$ cat config.mk
export PLATFORM = sky130hd
export DESIGN_NAME = callnest_clk_ctrl
export DESIGN_NICKNAME = d
export VERILOG_FILES = /design/src/rtl/callnest_pkg.sv /design/src/rtl/cn_ctx_stack.sv /design/src/rtl/cn_clk_gate.sv /design/src/rtl/cn_msg_tag.sv /design/src/rtl/cn_err_sticky.sv /design/src/rtl/callnest_clk_ctrl.sv
export SDC_FILE = /design/constraint.sdc
export NUM_CORES = 1
export LEC_CHECK = 0
export ABC_AREA = 1
export ABC_CLOCK_PERIOD_IN_PS = 2500
export BUFFER_PORTS_ARGS = -buffer_cell sky130_fd_sc_hd__buf_2
export CORE_ASPECT_RATIO = 0.8
export CORE_UTILIZATION = 61
export DETAILED_ROUTE_END_ITERATION = 6
export PLACE_DENSITY = 0.8
export SYNTH_ARGS = -nofsm -noshare
export SYNTH_HDL_FRONTEND = slang
export SYNTH_SLANG_ARGS = --single-unit
$ cat constraint.sdc
create_clock -name clk -period 2.5 [get_ports clk]
set_input_delay 0.5 -clock clk [delete_from_list [all_inputs] [get_ports clk]]
set_output_delay 0.5 -clock clk [all_outputs]
set_load 0.03 [all_outputs]
$ cat src/rtl/callnest_pkg.sv
package callnest_pkg;

  typedef enum logic [1:0] {
    K_IMPORT = 2'b00,
    K_EXP_ZT = 2'b01,
    K_EXP_TC = 2'b10,
    K_RSVD   = 2'b11
  } call_kind_e;

  localparam logic TAG_ACTIVATE = 1'b0;
  localparam logic TAG_RETURN   = 1'b1;

  function automatic logic kind_ok(input logic [1:0] k);
    return k != K_RSVD;
  endfunction

  function automatic logic kind_is_export(input logic [1:0] k);
    return (k == K_EXP_ZT) || (k == K_EXP_TC);
  endfunction

  // Clocks may run with nothing open, or when a time-consuming task is
  // innermost and no zero-time context encloses it.
  function automatic logic clocks_may_run(input logic       empty,
                                          input logic [1:0] top,
                                          input logic       zt_open);
    if (empty) return 1'b1;
    return (top == K_EXP_TC) && !zt_open;
  endfunction

endpackage

$ cat src/rtl/cn_ctx_stack.sv
module cn_ctx_stack
  import callnest_pkg::*;
#(
  parameter int DEPTH = 8,
  localparam int PTR_W = $clog2(DEPTH + 1),
  localparam int IDX_W = (DEPTH > 1) ? $clog2(DEPTH) : 1
) (
  input  logic       clk,
  input  logic       rst_n,
  input  logic       start_req,
  input  logic [1:0] start_kind,
  input  logic       ret_req,
  input  logic [1:0] ret_kind,
  output logic       push_ok,
  output logic       pop_ok,
  output logic       ovf_hit,
  output logic       proto_hit,
  output logic       full,
  output logic       nxt_empty,
  output logic [1:0] nxt_top,
  output logic       nxt_zt_open
);

  logic [1:0]       ctx_mem [DEPTH];
  logic [PTR_W-1:0] sp_q;
  logic [PTR_W-1:0] zt_cnt_q;
  logic [PTR_W-1:0] sp_d;
  logic [PTR_W-1:0] zt_cnt_d;
  logic             empty;
  logic [1:0]       top_kind;
  logic [1:0]       below_kind;
  logic             start_eff;

  assign empty      = (sp_q == '0);
  assign full       = (sp_q == PTR_W'(DEPTH));
  assign top_kind   = empty ? K_IMPORT : ctx_mem[IDX_W'(sp_q - PTR_W'(1))];
  assign below_kind = (sp_q >= PTR_W'(2)) ? ctx_mem[IDX_W'(sp_q - PTR_W'(2))] : K_IMPORT;

  // A return in the same cycle wins over a start.
  assign start_eff = start_req && !ret_req;
  assign pop_ok    = ret_req && !empty && (top_kind == ret_kind);
  assign push_ok   = start_eff && kind_ok(start_kind) && !full;
  assign ovf_hit   = start_eff && kind_ok(start_kind) && full;
  assign proto_hit = (ret_req && !pop_ok) || (start_eff && !kind_ok(start_kind));

  always_comb begin
    sp_d     = sp_q;
    zt_cnt_d = zt_cnt_q;
    nxt_top  = top_kind;
    if (push_ok) begin
      sp_d    = sp_q + PTR_W'(1);
      nxt_top = start_kind;
      if (start_kind == K_EXP_ZT) zt_cnt_d = zt_cnt_q + PTR_W'(1);
    end else if (pop_ok) begin
      sp_d    = sp_q - PTR_W'(1);
      nxt_top = below_kind;
      if (top_kind == K_EXP_ZT) zt_cnt_d = zt_cnt_q - PTR_W'(1);
    end
  end

  assign nxt_empty   = (sp_d == '0);
  assign nxt_zt_open = (zt_cnt_d != '0);

  always_ff @(posedge clk) begin
    if (!rst_n) begin
      sp_q     <= '0;
      zt_cnt_q <= '0;
    end else begin
      sp_q     <= sp_d;
      zt_cnt_q <= zt_cnt_d;
    end
  end

  for (genvar g = 0; g < DEPTH; g++) begin : g_slot
    always_ff @(posedge clk) begin
      if (!rst_n) begin
        ctx_mem[g] <= K_IMPORT;
      end else if (push_ok && (sp_q == PTR_W'(g))) begin
        ctx_mem[g] <= start_kind;
      end
    end
  end

endmodule

$ cat src/rtl/cn_clk_gate.sv
module cn_clk_gate
  import callnest_pkg::*;
(
  input  logic       clk,
  input  logic       rst_n,
  input  logic       nxt_empty,
  input  logic [1:0] nxt_top,
  input  logic       nxt_zt_open,
  input  logic       legacy_hold,
  output logic       clk_en
);

  logic run_q;

  always_ff @(posedge clk) begin
    if (!rst_n) run_q <= 1'b1;
    else        run_q <= clocks_may_run(nxt_empty, nxt_top, nxt_zt_open);
  end

  // The legacy hold overrides in the same cycle.
  assign clk_en = run_q && !legacy_hold;

endmodule

$ cat src/rtl/cn_msg_tag.sv
module cn_msg_tag
  import callnest_pkg::*;
(
  input  logic       clk,
  input  logic       rst_n,
  input  logic       push_ok,
  input  logic [1:0] start_kind,
  input  logic       pop_ok,
  input  logic [1:0] ret_kind,
  output logic       msg_valid,
  output logic       msg_tag
);

  logic act_ev;
  logic ret_ev;

  assign act_ev = push_ok && (start_kind == K_IMPORT);
  assign ret_ev = pop_ok && kind_is_export(ret_kind);

  always_ff @(posedge clk) begin
    if (!rst_n) begin
      msg_valid <= 1'b0;
      msg_tag   <= TAG_ACTIVATE;
    end else begin
      msg_valid <= act_ev || ret_ev;
      msg_tag   <= ret_ev ? TAG_RETURN : TAG_ACTIVATE;
    end
  end

endmodule

$ cat src/rtl/cn_err_sticky.sv
module cn_err_sticky (
  input  logic clk,
  input  logic rst_n,
  input  logic ovf_hit,
  input  logic proto_hit,
  output logic overflow_err,
  output logic protocol_err
);

  always_ff @(posedge clk) begin
    if (!rst_n) begin
      overflow_err <= 1'b0;
      protocol_err <= 1'b0;
    end else begin
      overflow_err <= overflow_err || ovf_hit;
      protocol_err <= protocol_err || proto_hit;
    end
  end

endmodule

$ cat src/rtl/callnest_clk_ctrl.sv
module callnest_clk_ctrl
  import callnest_pkg::*;
#(
  parameter int DEPTH = 8
) (
  input  logic       clk,
  input  logic       rst_n,
  input  logic       call_start,
  input  logic [1:0] call_start_kind,
  input  logic       call_ret,
  input  logic [1:0] call_ret_kind,
  input  logic       legacy_hold,
  output logic       user_clk_en,
  output logic       h2s_msg_valid,
  output logic       h2s_msg_tag,
  output logic       overflow_err,
  output logic       protocol_err
);

  // Named internal events, also observed by the bound checker.
  logic       push_ok_w;
  logic       pop_ok_w;
  logic       ovf_hit_w;
  logic       proto_hit_w;
  logic       full_w;
  logic       nxt_empty_w;
  logic [1:0] nxt_top_w;
  logic       nxt_zt_open_w;

  cn_ctx_stack #(.DEPTH(DEPTH)) stack_i (
    .clk        (clk),
    .rst_n      (rst_n),
    .start_req  (call_start),
    .start_kind (call_start_kind),
    .ret_req    (call_ret),
    .ret_kind   (call_ret_kind),
    .push_ok    (push_ok_w),
    .pop_ok     (pop_ok_w),
    .ovf_hit    (ovf_hit_w),
    .proto_hit  (proto_hit_w),
    .full       (full_w),
    .nxt_empty  (nxt_empty_w),
    .nxt_top    (nxt_top_w),
    .nxt_zt_open(nxt_zt_open_w)
  );

  cn_clk_gate gate_i (
    .clk        (clk),
    .rst_n      (rst_n),
    .nxt_empty  (nxt_empty_w),
    .nxt_top    (nxt_top_w),
    .nxt_zt_open(nxt_zt_open_w),
    .legacy_hold(legacy_hold),
    .clk_en     (user_clk_en)
  );

  cn_msg_tag tag_i (
    .clk       (clk),
    .rst_n     (rst_n),
    .push_ok   (push_ok_w),
    .start_kind(call_start_kind),
    .pop_ok    (pop_ok_w),
    .ret_kind  (call_ret_kind),
    .msg_valid (h2s_msg_valid),
    .msg_tag   (h2s_msg_tag)
  );

  cn_err_sticky err_i (
    .clk         (clk),
    .rst_n       (rst_n),
    .ovf_hit     (ovf_hit_w),
    .proto_hit   (proto_hit_w),
    .overflow_err(overflow_err),
    .protocol_err(protocol_err)
  );

endmodule

==> results of run 1 <==
metrics by stage:
step	std cells	setup slack, ns	power (mW)	area [um2]	hold WS (ns)
floorplan	293	0.281	1.01	2150	0.512
global placement	347	0.354	1.12	2270	0.476
detailed placement	347	0.341	1.13	2270	0.457
CTS	355	0.315	1.62	2380	0.482
global route	355	0.0683	1.71	2380	0.515
finish	355	0.298	1.62	2380	0.477
worst paths after layout:
path | start | end | slack [ns]
setup / recovery | stack_i.sp_q[0] | gate_i.run_q | 0.30
hold / removal | err_i.overflow_err | err_i.overflow_err | 0.48
setup reg to reg | stack_i.sp_q[0] | gate_i.run_q | 0.30
hold reg to reg | err_i.overflow_err | err_i.overflow_err | 0.48
worst min-delay path, cell delays in order (launching register included):
cell and delay (ns):
dfxtp_1 0.33, a21oi_1 0.04, nor2_1 0.07
registers in the layout, summed over array words and instances, names as in the netlist:
name,cells
stack_i.zt_cnt_q,4
stack_i.sp_q,4
tag_i.msg_valid,1
err_i.overflow_err,1
gate_i.run_q,1
tag_i.msg_tag,1
err_i.protocol_err,1
stack_i.ctx_mem,16
per-layer routing:
metal | part of all wire (%) | routed length [um] | vias to the layer above | track usage [%]
met2 | 40 | 2040 | 91 | 40.8
met4 | 1.7 | 87 | 0 | 14.2
met5 | 0 | 0 | - | 0
met1 | 48 | 2440 | 916 | 47.6
met3 | 9.5 | 481 | 11 | 7.79
li1 | - | - | 1001 | -
cell usage after synthesis:
master    number
nand2_1       68
nor2_1        43
inv_1         35
nand3_1       31
edfxtp_1      16
dfxtp_1       13
o21ai_0       13
nand4_1       12
ha_1           9
a21oi_1        8
nand3_2        5
buf_6          4
nand2_4        4
nand2_2        3
buf_1          2
buf_2          2
clkinv_1       2
inv_2          2
nor2_2         2
nor2_4         2
o221ai_1       2
a21o_1         1
a21oi_2        1
and3_1         1
buf_4          1
clkbuf_1       1
inv_4          1
inv_6          1
nand3_4        1
nand4_4        1
nor3_1         1
o211ai_1       1
o21bai_1       1
o41ai_2        1
xnor2_2        1
xor2_4         1
power groups by stage:
stage | Clock (mW) | Sequential [mW] | Combinational [mW]
2_1_floorplan | 0 | 0.573 | 0.440
3_3_place_gp | 0 | 0.575 | 0.550
3_5_place_dp | 0 | 0.576 | 0.559
4_1_cts | 0.490 | 0.565 | 0.563
5_1_grt | 0.510 | 0.569 | 0.635
6_report | 0.484 | 0.567 | 0.570
area by class of cell:
class                   instances  area share, %
clock buffers                   5           2.89
clock inverters                 3           1.73
inverters                      41           6.78
multi-input cells             213           49.2
flip-flops and latches         29           31.1
well taps                      40           2.10
repair buffers                 24           6.20
cells by family after synthesis:
kind of cell	Yosys count
and+or+nand+nor	174
AOI/OAI and AO/OA	28
DFF	29
xor gates and xnor gates	2
buffers and inverters	51
adders and majority gates	9
==> flow_metrics.tcl, run 1 <==
set metrics [dict create \
    synth_top_family_by_area "simple AND/OR/NAND/NOR gates" \
    multi_input_area_um2 1170 \
    synth_area_leaders "edfxtp_1, dfxtp_1, nand2_1" \
    grt_max_degree 22 \
    insertedDiodeCount 0 \
    worst_pin_slew_ns 0.541 \
    intPower_mw 1.03 \
    yosysWarningCount 0 \
    critPathMaxStageDelay_ns 0.40 \
    finalCritPeriodShare_pct 88.1 \
    synth.avg_cell_area_um2 7.33 \
    ctsLongestPathBuffers 2 \
    cts.sinks 29 \
    clock.fmax_mhz 454 \
    die_h_um 55.1 \
    period_minus_slack_ns 2.20 \
    io_pins 14 \
    root_buffer "clkbuf_8" \
    slew_headroom_pct 63.8 \
    drc 0 \
    fin_nets 332 \
    post_cts_buffers 0 \
    yosys.area_share.simple_pct 39.4 \
    fin_tns_setup_ns 0 \
    antenna_found_initial 0 \
    final_cell_mix "nand2_1, nor2_1, inv_1, nand3_1, edfxtp_1" \
    clkLatencyLatePin_ns 0.29 \
    syn_nets 311 \
    crit_chain "inv_6 -> ha_1 -> inv_2 -> nand2_1 -> nand3_1 -> nand3_2 -> nand2_1 -> nand2_2 -> inv_4 -> nand3_4 -> nand2_2 -> nand3_1 -> nand2_1 -> nand2_1 -> nor2_1 -> nand2_1 -> nand2_1" \
    p_leak_nw 1.16 \
    via_count 2019 \
    cp-start-kind "flip-flop" \
    clkPwrFrac_pct 29.9 \
    status "completed" \
    switching_share_pct 36.8 \
    gp_congestion 0.946 \
    rows 18 \
    drive_above_1_share_pct 18.1 \
    synth_area_um2 2150 \
    synth_fa_ha_area_share_pct 5.24 \
    htreeDepth 2 \
    crit_buf_inv 3 \
    synth_top_cell_area_share_pct 22.4 \
    synth_compound_area_share_pct 7.92 \
    synth_cell_type_count 36 \
    tritoncts.num_buffers 5 \
    crit_path_end_kind "flip-flop" \
    post_cts_hold_buffer_count 0 \
    whs_path_depth 2 \
    core_area_um2 3220 \
    cts_tree "done" \
    rsz0062_at_grt "false" \
    grt_first_pass_wirelength_um 8080 \
    yosys_register_bits 29 \
    final_common_cell "nand2_1" \
    grt_pass1_vias 1714 \
    wl_um 5050 \
    holdCritPathClass "flip-flop to flip-flop" \
    crit_family "simple AND/OR/NAND/NOR gates" \
    vias_per_cell 5.69 \
    seq_area_um2 741 \
    initial_core_util_pct 66.7 \
    area_delta_synth_final_pct 10.9 \
    drtAntennaViolNets 0 \
    clk_pin_slew_ns 0.07 \
    comb_power_share_pct 35.2 \
    critPathKind "flip-flop to flip-flop" \
    cap_violations 0 \
    finalHoldViolCount 0 \
    fill_cells 270 \
    synth_xor_xnor_area_share_pct 2.04 \
    die_w_um 68.4 \
    ff2ff_path_depth 17 \
    seq_area_frac_synth_pct 34.5 \
    wl_per_cell_um 14.2 \
    synth_cells 293 \
    arrival_ns 2.44 \
    crit_top_cell "nand2_1" \
    slowest_stage "dfxtp_1" \
    utilization_pct 74.0 \
    cts_resized 0 \
    vdd_ir_drop_max_mv 0.450 \
    finClkSkew_ns 0.00569 \
    cp_max_fo 9 \
    setup_viol 0 \
    io_buffers 13 \
    hpwl_um 3840 \
    grt_usage_pct 31.4 \
    drv_slew 0 \
    dieArea_um2 3760 \
    synth_area_leader_cell "edfxtp_1" \
    cp.required_ns 2.74 \
    globalRoute.totalOverflow 0 \
    drtIter0Drc 262 \
    worst-path-stages 17 \
    p_seq_share_pct 35.0 \
    power_density_nw_per_um2 680 \
    drt_pass1_iterations 5 \
    muxShareOfSynthArea_pct 0 \
    p_sw_uw 596 \
]
(Power assumes the default switching activity.)
==> inputs of run 2 (changes only) <==
--- a/config.mk
+++ b/config.mk
@@ -9,9 +9,8 @@
 export ABC_CLOCK_PERIOD_IN_PS = 2500
 export BUFFER_PORTS_ARGS = -buffer_cell sky130_fd_sc_hd__buf_2
 export CORE_ASPECT_RATIO = 0.8
-export CORE_UTILIZATION = 61
+export CORE_UTILIZATION = 44
 export DETAILED_ROUTE_END_ITERATION = 6
-export PLACE_DENSITY = 0.8
 export SYNTH_ARGS = -nofsm -noshare
 export SYNTH_HDL_FRONTEND = slang
 export SYNTH_SLANG_ARGS = --single-unit
==> run 2 against run 1 <==
Effect of this change:
- global-route usage fell by 8.7 points
- worst hold slack improved by 0.0020 ns
- final area rose by 0.89%
- utilization fell by 22 points
- cell count rose by 5.6%
- worst setup slack got worse by 0.049 ns
- sequential cell count did not move
- first-iteration DRC count fell by 38%
- die area rose by 37%
- total power fell by 0.30%
- maximum frequency fell by 2.2%
==> flow_metrics.tcl, run 2 (synthesis gave the netlist of run 1 again) <==
set metrics [dict create \
    root_buffer "clkbuf_8" \
    rows 22 \
    crit_buf_inv 3 \
    insertedDiodeCount 0 \
    slew_headroom_pct 61.6 \
    finalHoldViolCount 0 \
    critPathMaxStageDelay_ns 0.40 \
    post_cts_hold_buffer_count 0 \
    switching_share_pct 36.5 \
    crit_top_cell "nand2_1" \
    p_leak_nw 1.16 \
    via_count 1906 \
    arrival_ns 2.44 \
    drv_slew 0 \
    use_met2_pct 31.7 \
    cp_max_fo 9 \
    largest_reg_flops 16 \
    comb_power_share_pct 35.6 \
    fin_nets 332 \
    status "completed" \
    regMostFlops "stack_i.ctx_mem" \
    wl_um 5110 \
    finClkSkew_ns 0.00887 \
    drc 0 \
    setup_viol 0 \
    crit_chain "inv_6 -> ha_1 -> inv_2 -> nand2_1 -> nand3_1 -> nand3_2 -> nand2_1 -> nand2_2 -> inv_4 -> nand3_4 -> nand3_1 -> nand2_1 -> nor2_2 -> nor2_1 -> nand2_1 -> nand2_1" \
    period_minus_slack_ns 2.25 \
    wl_per_cell_um 13.6 \
    globalRoute.totalOverflow 0 \
    cts_resized 0 \
    die_h_um 64.5 \
    initial_core_util_pct 46.2 \
    post_cts_buffers 0 \
    cts_tree "done" \
    final_cell_mix "nand2_1, nor2_1, inv_1, nand3_1, edfxtp_1" \
    die_w_um 80.1 \
    area_delta_synth_final_pct 11.9 \
    cap_violations 0 \
    grt_usage_pct 22.6 \
    vias_per_cell 5.08 \
    grt_max_degree 22 \
    io_pins 14 \
    p_seq_share_pct 34.8 \
    gp_congestion 0.864 \
    slowest_stage "dfxtp_1" \
    dieArea_um2 5170 \
    cp-start-kind "flip-flop" \
    power_density_nw_per_um2 672 \
    hpwl_um 3960 \
    io_buffers 13 \
    crit_path_end_kind "flip-flop" \
    crit_family "simple AND/OR/NAND/NOR gates" \
    clock.fmax_mhz 444 \
    grt_pass1_vias 1818 \
    drt_pass1_iterations 5 \
    tritoncts.num_buffers 5 \
    use_met3_pct 3.38 \
    core_area_um2 4650 \
    finalCritPeriodShare_pct 90.1 \
    grt_busiest_layer "met1" \
    htreeDepth 2 \
    grt_first_pass_wirelength_um 8700 \
    grtUsageMet1_pct 34.5 \
    cp.required_ns 2.69 \
    fin_tns_setup_ns 0 \
    drtIter0Drc 162 \
    rsz0062_at_grt "false" \
    final_common_cell "nand2_1" \
    clkLatencyLatePin_ns 0.29 \
    drtAntennaViolNets 0 \
    cts.sinks 29 \
    critPathKind "flip-flop to flip-flop" \
    clk_pin_slew_ns 0.07 \
    holdCritPathClass "flip-flop to flip-flop" \
    largestRegisters "stack_i.ctx_mem (16), stack_i.sp_q (4), stack_i.zt_cnt_q (4)" \
    clkPwrFrac_pct 29.6 \
    p_sw_uw 590 \
    whs_ns 0.479 \
    intPower_mw 1.03 \
    drive_above_1_share_pct 17.8 \
    antenna_found_initial 0 \
    vdd_ir_drop_max_mv 0.354 \
    worst_pin_slew_ns 0.574 \
    ctsLongestPathBuffers 2 \
]
[run 2: worst paths after layout]
kind | start | endpoint | slack [ns] | cells after the start
setup / recovery | stack_i.sp_q[0] | gate_i.run_q | 0.25 | 16
setup reg to reg | stack_i.sp_q[0] | gate_i.run_q | 0.25 | 16
hold / removal | err_i.overflow_err | err_i.overflow_err | 0.48 | 2
hold reg to reg | err_i.overflow_err | err_i.overflow_err | 0.48 | 2
[run 2: area by class of cell]
cell class | count | area [um2]
clock inverter | 2 | 33.8
timing repair buffer | 24 | 148
multi-input combinational | 213 | 1170
sequential | 29 | 741
fill | 481 | 2250
clock buffer | 6 | 72.6
tap | 60 | 75.1
inverter | 41 | 161
[run 2: power by group through the flow]
stage	combinational, mW	clock [mW]	sequential [mW]
floorplan	0.440	0	0.573
global placement	0.571	0	0.572
detailed placement	0.571	0	0.573
CTS	0.574	0.485	0.563
global route	0.643	0.501	0.567
finish	0.575	0.478	0.563
[run 2: metal layers]
layer  up-vias  part of all wire (%)
li1        998                     -
met1       857                    54
met2        44                    39
met3         7                   5.0
met4         0                   1.5
met5         -                     0
[run 2: per-stage QoR]
stage,cells,total power [mW],utilization (%),setup WS [ns],instance area (um2)
2_1_floorplan,293,1.01,-,0.281,2150
3_3_place_gp,367,1.14,49.4,0.276,2300
3_5_place_dp,367,1.14,49.4,0.250,2300
4_1_cts,375,1.62,51.7,0.242,2400
5_1_grt,375,1.71,51.7,0.0676,2400
6_report,375,1.62,51.7,0.249,2400
[run 2: worst register-to-register path: stages (launching register included)]
cell     delay (ns)
dfxtp_1        0.40
inv_6          0.04
ha_1           0.39
inv_2          0.14
nand2_1        0.07
nand3_1        0.14
nand3_2        0.11
nand2_1        0.09
nand2_2        0.06
inv_4          0.11
nand3_4        0.14
nand3_1        0.11
nand2_1        0.06
nor2_2         0.13
nor2_1         0.06
nand2_1        0.06
nand2_1        0.04
